===== src/rtl/vbw_pkg.sv =====
package vbw_pkg;

    localparam int INSTR_W     = 32;
    localparam int IDX_W       = 7;
    localparam int NARROW_W    = 5;
    localparam int SH_FIELD_W  = 4;

    localparam logic [5:0] PRIMARY_OP = 6'd4;
    localparam logic [5:0] NARROW_XO  = 6'd44;

    typedef enum logic {
        FORM_NARROW = 1'b0,
        FORM_WIDE   = 1'b1
    } form_e;

    typedef struct packed {
        logic                  valid;
        form_e                 form;
        logic [IDX_W-1:0]      dst;
        logic [IDX_W-1:0]      src_a;
        logic [IDX_W-1:0]      src_b;
        logic [SH_FIELD_W-1:0] shift;
    } dec_t;

endpackage


===== src/rtl/vbw_decode.sv =====
module vbw_decode
    import vbw_pkg::*;
(
    input  logic [INSTR_W-1:0] instr,
    output dec_t               dec
);

    logic                is_op4;
    logic                hit_narrow;
    logic                hit_wide;
    logic [NARROW_W-1:0] f_dst;
    logic [NARROW_W-1:0] f_a;
    logic [NARROW_W-1:0] f_b;

    // Field positions use LSB-0 numbering (MSB-0 bit n is instr[31-n]).
    always_comb begin
        is_op4     = (instr[31:26] == PRIMARY_OP);
        hit_wide   = is_op4 && instr[4];
        hit_narrow = is_op4 && !instr[4] && (instr[5:0] == NARROW_XO);
        f_dst      = instr[25:21];
        f_a        = instr[20:16];
        f_b        = instr[15:11];
    end

    always_comb begin
        dec       = '0;
        dec.shift = instr[9:6];
        if (hit_wide) begin
            dec.valid = 1'b1;
            dec.form  = FORM_WIDE;
            dec.dst   = {instr[3:2], f_dst};
            dec.src_a = {instr[10], instr[5], f_a};
            dec.src_b = {instr[1:0], f_b};
        end else if (hit_narrow) begin
            dec.valid = 1'b1;
            dec.form  = FORM_NARROW;
            dec.dst   = {2'b00, f_dst};
            dec.src_a = {2'b00, f_a};
            dec.src_b = {2'b00, f_b};
        end else begin
            dec.valid = 1'b0;
            dec.form  = FORM_NARROW;
        end
    end

endmodule


===== src/rtl/vbw_funnel.sv =====
module vbw_funnel #(
    parameter int DATA_W = 128,
    localparam int LANES = DATA_W / 8,
    localparam int SH_W  = $clog2(LANES),
    localparam int CAT_B = 2 * LANES
) (
    input  logic [DATA_W-1:0] hi,
    input  logic [DATA_W-1:0] lo,
    input  logic [SH_W-1:0]   sh,
    output logic [DATA_W-1:0] win
);

    logic [2*DATA_W-1:0] cat;
    logic [7:0]          cat_b [CAT_B];

    assign cat = {hi, lo};

    // Byte k of the concatenation, k = 0 is the most significant byte.
    for (genvar k = 0; k < CAT_B; k++) begin : g_split
        assign cat_b[k] = cat[2*DATA_W-1-8*k -: 8];
    end

    // One selector per output lane: lane i takes concatenation byte i+sh.
    for (genvar i = 0; i < LANES; i++) begin : g_lane
        logic [SH_W:0] pick;
        always_comb begin
            pick = (SH_W+1)'(i) + {1'b0, sh};
            win[DATA_W-1-8*i -: 8] = cat_b[pick];
        end
    end

endmodule


===== src/rtl/vbw_unit.sv =====
module vbw_unit
    import vbw_pkg::*;
#(
    parameter int DATA_W = 128,
    localparam int LANES = DATA_W / 8,
    localparam int SH_W  = $clog2(LANES)
) (
    input  logic               clk,
    input  logic               rst,
    input  logic               in_valid,
    input  logic [31:0]        instr,
    input  logic [DATA_W-1:0]  src_a,
    input  logic [DATA_W-1:0]  src_b,
    output logic               dec_valid,
    output logic               dec_wide,
    output logic [6:0]         dec_dst,
    output logic [6:0]         dec_src_a,
    output logic [6:0]         dec_src_b,
    output logic [3:0]         dec_shift,
    output logic               out_valid,
    output logic [DATA_W-1:0]  out_data,
    output logic [6:0]         out_dst
);

    typedef struct packed {
        logic              valid;
        logic [DATA_W-1:0] data;
        logic [IDX_W-1:0]  dst;
    } stage_t;

    dec_t              dec;
    logic [DATA_W-1:0] window;
    logic              take;
    stage_t            stage_d;
    stage_t            stage_q;

    vbw_decode u_decode (
        .instr (instr),
        .dec   (dec)
    );

    vbw_funnel #(.DATA_W(DATA_W)) u_funnel (
        .hi  (src_a),
        .lo  (src_b),
        .sh  (dec.shift[SH_W-1:0]),
        .win (window)
    );

    assign dec_valid = dec.valid;
    assign dec_wide  = (dec.form == FORM_WIDE);
    assign dec_dst   = dec.dst;
    assign dec_src_a = dec.src_a;
    assign dec_src_b = dec.src_b;
    assign dec_shift = dec.shift;

    always_comb begin
        take          = in_valid && dec.valid;
        stage_d       = stage_q;
        stage_d.valid = take;
        if (take) begin
            stage_d.data = window;
            stage_d.dst  = dec.dst;
        end
    end

    always_ff @(posedge clk) begin
        if (rst) stage_q <= '0;
        else     stage_q <= stage_d;
    end

    assign out_valid = stage_q.valid;
    assign out_data  = stage_q.data;
    assign out_dst   = stage_q.dst;

    AST_ISSUE_RESULT: assert property (@(posedge clk) disable iff (rst)
        (in_valid && dec_valid) |=> out_valid);

    AST_NO_SPURIOUS: assert property (@(posedge clk) disable iff (rst)
        !(in_valid && dec_valid) |=> !out_valid);

    AST_HOLD_RESULT: assert property (@(posedge clk) disable iff (rst)
        !(in_valid && dec_valid) |=> ($stable(out_data) && $stable(out_dst)));

    AST_ZERO_OFFSET: assert property (@(posedge clk) disable iff (rst)
        (in_valid && dec_valid && dec_shift == 4'd0) |=> (out_data == $past(src_a)));

    AST_TOP_OFFSET: assert property (@(posedge clk) disable iff (rst)
        (in_valid && dec_valid && dec_shift == 4'd15)
        |=> (out_data[DATA_W-1 -: 8] == $past(src_a[7:0])));

    AST_RESET_CLEAR: assert property (@(posedge clk)
        rst |=> (!out_valid && out_data == '0 && out_dst == '0));

endmodule


===== config.mk =====
export PLATFORM = sky130hd
export DESIGN_NAME = vbw_unit
export DESIGN_NICKNAME = d
export VERILOG_FILES = /design/src/rtl/vbw_pkg.sv /design/src/rtl/vbw_decode.sv /design/src/rtl/vbw_funnel.sv /design/src/rtl/vbw_unit.sv
export SDC_FILE = /design/constraint.sdc
export NUM_CORES = 1
export LEC_CHECK = 0
export BUFFER_PORTS_ARGS = -buffer_cell sky130_fd_sc_hd__clkbuf_2
export CAP_MARGIN = 20
export CORE_AREA = 2 2 156 310
export DETAILED_ROUTE_END_ITERATION = 6
export DIE_AREA = 0 0 158 312
export SYNTH_ARGS = -nofsm -noshare
export SYNTH_HDL_FRONTEND = slang
export SYNTH_SLANG_ARGS = --single-unit

===== constraint.sdc =====
create_clock -name clk -period 7.35 [get_ports clk]
set_clock_uncertainty 0.05 [all_clocks]
set_input_delay 1.47 -clock clk [delete_from_list [all_inputs] [get_ports clk]]
set_output_delay 1.47 -clock clk [all_outputs]
set_load 0.05 [all_outputs]

==> flow_summary.rst <==
.. list-table::
   :header-rows: 1

   * - Metric
     - Value
   * - Sw frac
     - roughly two fifths
   * - DRC Markers
     - 0
   * - Class of the most critical setup path
     - input pin to flop
   * - Number of maximum-capacitance violations
     - 0
   * - Share of total power in combinational logic
     - 49.8%
   * - Clock share of power
     - 28.1%
   * - Buffers inserted during post-CTS setup optimization
     - 0
   * - Library cell with the largest summed area after synthesis
     - mux4_2
   * - Setup TNS
     - 0 ns
   * - Type of the worst min-delay path
     - flop to flop
   * - Highest cell delay on the worst timing path
     - roughly 0.67 ns
   * - Number of resized instances in the post-cts repair step
     - 0
   * - Fraction of post-synthesis cell area in the top cell type by area
     - 43.85%
   * - Final Critical Period
     - approximately 4.8 ns
   * - Total nets after synthesis
     - 2,073
   * - Number of placement rows
     - roughly 110
   * - Synthesized instance count
     - 1,771
   * - Count of nets left with antenna violations after detail routing
     - 0
   * - Tot GR Track Use
     - 39.84%
   * - Lkg Pwr
     - 8.756 nW
   * - FMAX
     - a little over 0.2 GHz
   * - Share of synthesized flip-flops with an asynchronous set or reset
     - 0%
   * - Crit share post-route
     - 65.77%
   * - Net load switching power
     - about 0.0014 W
   * - Status
     - finished, final reports clean
   * - Layout fillers
     - ~4,400
   * - Worst EP arrival
     - 5.08 ns
   * - Remaining Overflow, GRT
     - 0
   * - Count of routing violations after the opening detailed-route iteration
     - ~2,800
   * - Sequential group share of total power
     - 22.1%
   * - Mean instance size in the synthesized netlist
     - 10.99 um2
   * - Most used flip-flop cell after synthesis
     - dfxtp_1
   * - Top cells by instance count after synthesis
     - mux4_2 (379), nand2_1 (186), dfxtp_1 (136), mux2i_1 (129), nor2_1 (125)
   * - Overall die area
     - 49,300 um2
   * - Total area of multi-input combinational cells
     - about 16,000 um2
   * - Nature of the critical path startpoint
     - input pin
   * - Register bit count reported by yosys
     - 136
   * - Clock tree from TritonCTS
     - built
   * - Storage cell area
     - 2723 um2
   * - Crit path capture type
     - flop
   * - Core area
     - ~47,000 um2
   * - Vias
     - 20,140
   * - Fraction of final layout cells sized beyond drive strength 1
     - 50.31%
   * - Number of buffers inserted by port buffering
     - 453
   * - Max Slew Vio Count
     - 0
   * - HPWL Detailed
     - 76.68 mm
   * - Slowest cell on the critical path
     - ha_4
   * - Number of nets in the final layout
     - about 2,400
   * - Area Overhead vs Synth
     - 16.34%
   * - Num ports
     - roughly 450
   * - Via count of the first global-routing pass
     - 19,670
   * - Clock Path Buffers
     - 2
   * - Setup repair after global routing missed its margin
     - no
   * - Synth unique cells
     - between 60 and 70
   * - Initial core utilization
     - 41.59%
   * - Cell-by-cell listing of the critical path
     - buf_8, inv_1, ha_4, buf_12, mux4_2, mux4_2, nor2_1, a2111oi_0
   * - Avg WL per Cell
     - 36.17 um
   * - Pwr dens
     - 148.3 nW/um2
   * - Number of buffers created by CTS
     - 17
   * - Number of enable flip-flop cells after synthesis
     - 0
   * - Vias per inst
     - ~7.4
   * - Clock net sink count
     - between 100 and 150
   * - Cell with the most instances after synthesis
     - mux4_2
   * - Clock latency of the later-clocked register in the worst-skew pair
     - 0.47 ns
   * - Level count of the clock H-tree
     - 4
   * - Number of antenna violations at the first check in global routing
     - 10
   * - Hold Violations, Final
     - 0
   * - Count of hold buffers inserted by post-cts repair
     - 0
   * - Final estimated routing congestion in global placement
     - around 1.1
   * - Worst supply voltage drop on vdd
     - 140.3 uV
   * - Critical path required time
     - around 7.6 ns
   * - TritonRoute pass-1 iters
     - 6
   * - Maximum number of pins on one net before global-route repair
     - 152
   * - Overall power
     - around 0.0034 W
   * - Maximum net fanout on the critical path
     - between 80 and 90
   * - Transition time at the pin with the least slew margin
     - 1.168 ns
   * - Worst-case reg-to-reg path depth
     - 2
   * - Hold path cells
     - 2
   * - Final setup fails
     - 0
   * - Register area share after synthesis
     - roughly 14%
   * - YS warnings
     - 0
   * - Routed WL
     - 99.07 mm
   * - Netlist area before placement
     - slightly below 20,000 um2
   * - Internal
     - about 0.0020 W
   * - Slew Limit Headroom
     - 22.15%
   * - Die extent in x
     - 158 um
   * - Top cells by area in the synthesized netlist
     - mux4_2 (44%), dfxtp_1 (14%), mux2i_1 (6.6%)
   * - Clock transition at the register clock pins on the worst setup and hold paths after CTS
     - 0.07 ns
   * - First-pass GRT wire length
     - between 100 and 150 mm
   * - Most numerous cell on the critical path
     - mux4_2
   * - Chip Height
     - 312 um
   * - Cell at the root of the clock tree
     - clkbuf_16
==> area by class of cell <==
type | instances | share of cell area (%)
repair buffers | 504 | 12.04
inverters | 7 | 0.1160
diodes | 9 | 0.09944
flip-flops and latches | 136 | 12.02
clock inverters | 13 | 0.6243
multi-input cells | 1424 | 69.68
well taps | 627 | 3.464
clock buffers | 19 | 1.956
==> logic make-up (layout without fill, tap and decap cells) <==
logic type / count (synthesis) / count (layout) / share of synthesized area [%]
muxes: 630 / 630 / 57.54
and+or+nand+nor: 470 / 470 / 10.82
AOI/OAI and AO/OA: 299 / 299 / 10.60
buffers and inverters: 211 / 543 / 5.604
DFF: 136 / 136 / 13.99
xor gates and xnor gates: 14 / 14 / 0.7456
adders and majority gates: 11 / 11 / 0.7070
other: 0 / 9 / 0
==> placed cells by master, fill, tap and decap left out, types with 30 or more instances in the layout <==
cell type  Yosys  routed
dfxtp_1      136     136
clkbuf_2       0     449
mux2i_1      129     129
nor2_1       125     124
nor3_1        33      33
mux4_2       379     379
a32o_1        30      30
nand2_1      186     185
mux2_2       101     101
buf_4         39      48
nor4_1        41      40
o21ai_0       62      62
a21oi_1       71      68
==> stage by stage <==
stage / hold slack (ns) / setup slack [ns] / utilization (%) / cell area, um2 / std cells
after floorplan: 0.6210 / 2.634 / - / 19470 / 1771
after global placement: 0.3928 / 2.249 / 47.08 / 22030 / 2697
after detailed placement: 0.3976 / 2.215 / 47.08 / 22030 / 2697
after CTS: 0.4084 / 2.714 / 48.32 / 22620 / 2729
after global routing: 0.4210 / 2.381 / 48.38 / 22650 / 2738
final: 0.4058 / 2.516 / 48.39 / 22650 / 2739
==> critical path: cells and delay by family <==
kind | cells | cell delay (ns)
AOI/OAI and AO/OA | 1 | 0.19
muxes | 2 | 1.09
and+or+nand+nor | 1 | 0.42
buffers and inverters | 3 | 1.11
adders and majority gates | 1 | 0.67
==> path summary, 6_finish.rpt <==
path                       from       endpoint  slack (ns)
hold / removal    out_data[125]  out_data[125]        0.41
hold reg to reg   out_data[125]  out_data[125]        0.41
setup / recovery       instr[6]   out_data[22]        2.52
setup reg to reg   out_data[94]   out_data[94]        6.28
==> sequential cells by signal, indices dropped and copies added (netlist names) <==
register   count
out_valid      1
out_data     128
out_dst        7
==> per-layer routing <==
layer | GRT usage, % | up-vias | wire length, um | part of all wire (%)
met5 | 0 | - | 9 | 0.0091
met2 | 62.58 | 1823 | 46170 | 47
met1 | 45.71 | 9952 | 31740 | 32
li1 | - | 7933 | - | -
met4 | 31.94 | 2 | 9905 | 10
met3 | 9.803 | 433 | 11240 | 11
==> power by group through the flow <==
| stage | Sequential, W | Clock (W) | Combinational [W] |
|---|---|---|---|
| 2_1_floorplan | 0.000767 | 0 | 0.00110 |
| 3_3_place_gp | 0.000759 | 0 | 0.00160 |
| 3_5_place_dp | 0.000759 | 0 | 0.00161 |
| 4_1_cts | 0.000742 | 0.000944 | 0.00162 |
| 5_1_grt | 0.000742 | 0.000966 | 0.00173 |
| 6_report | 0.000742 | 0.000945 | 0.00167 |
Power figures use the tool's default switching activity.
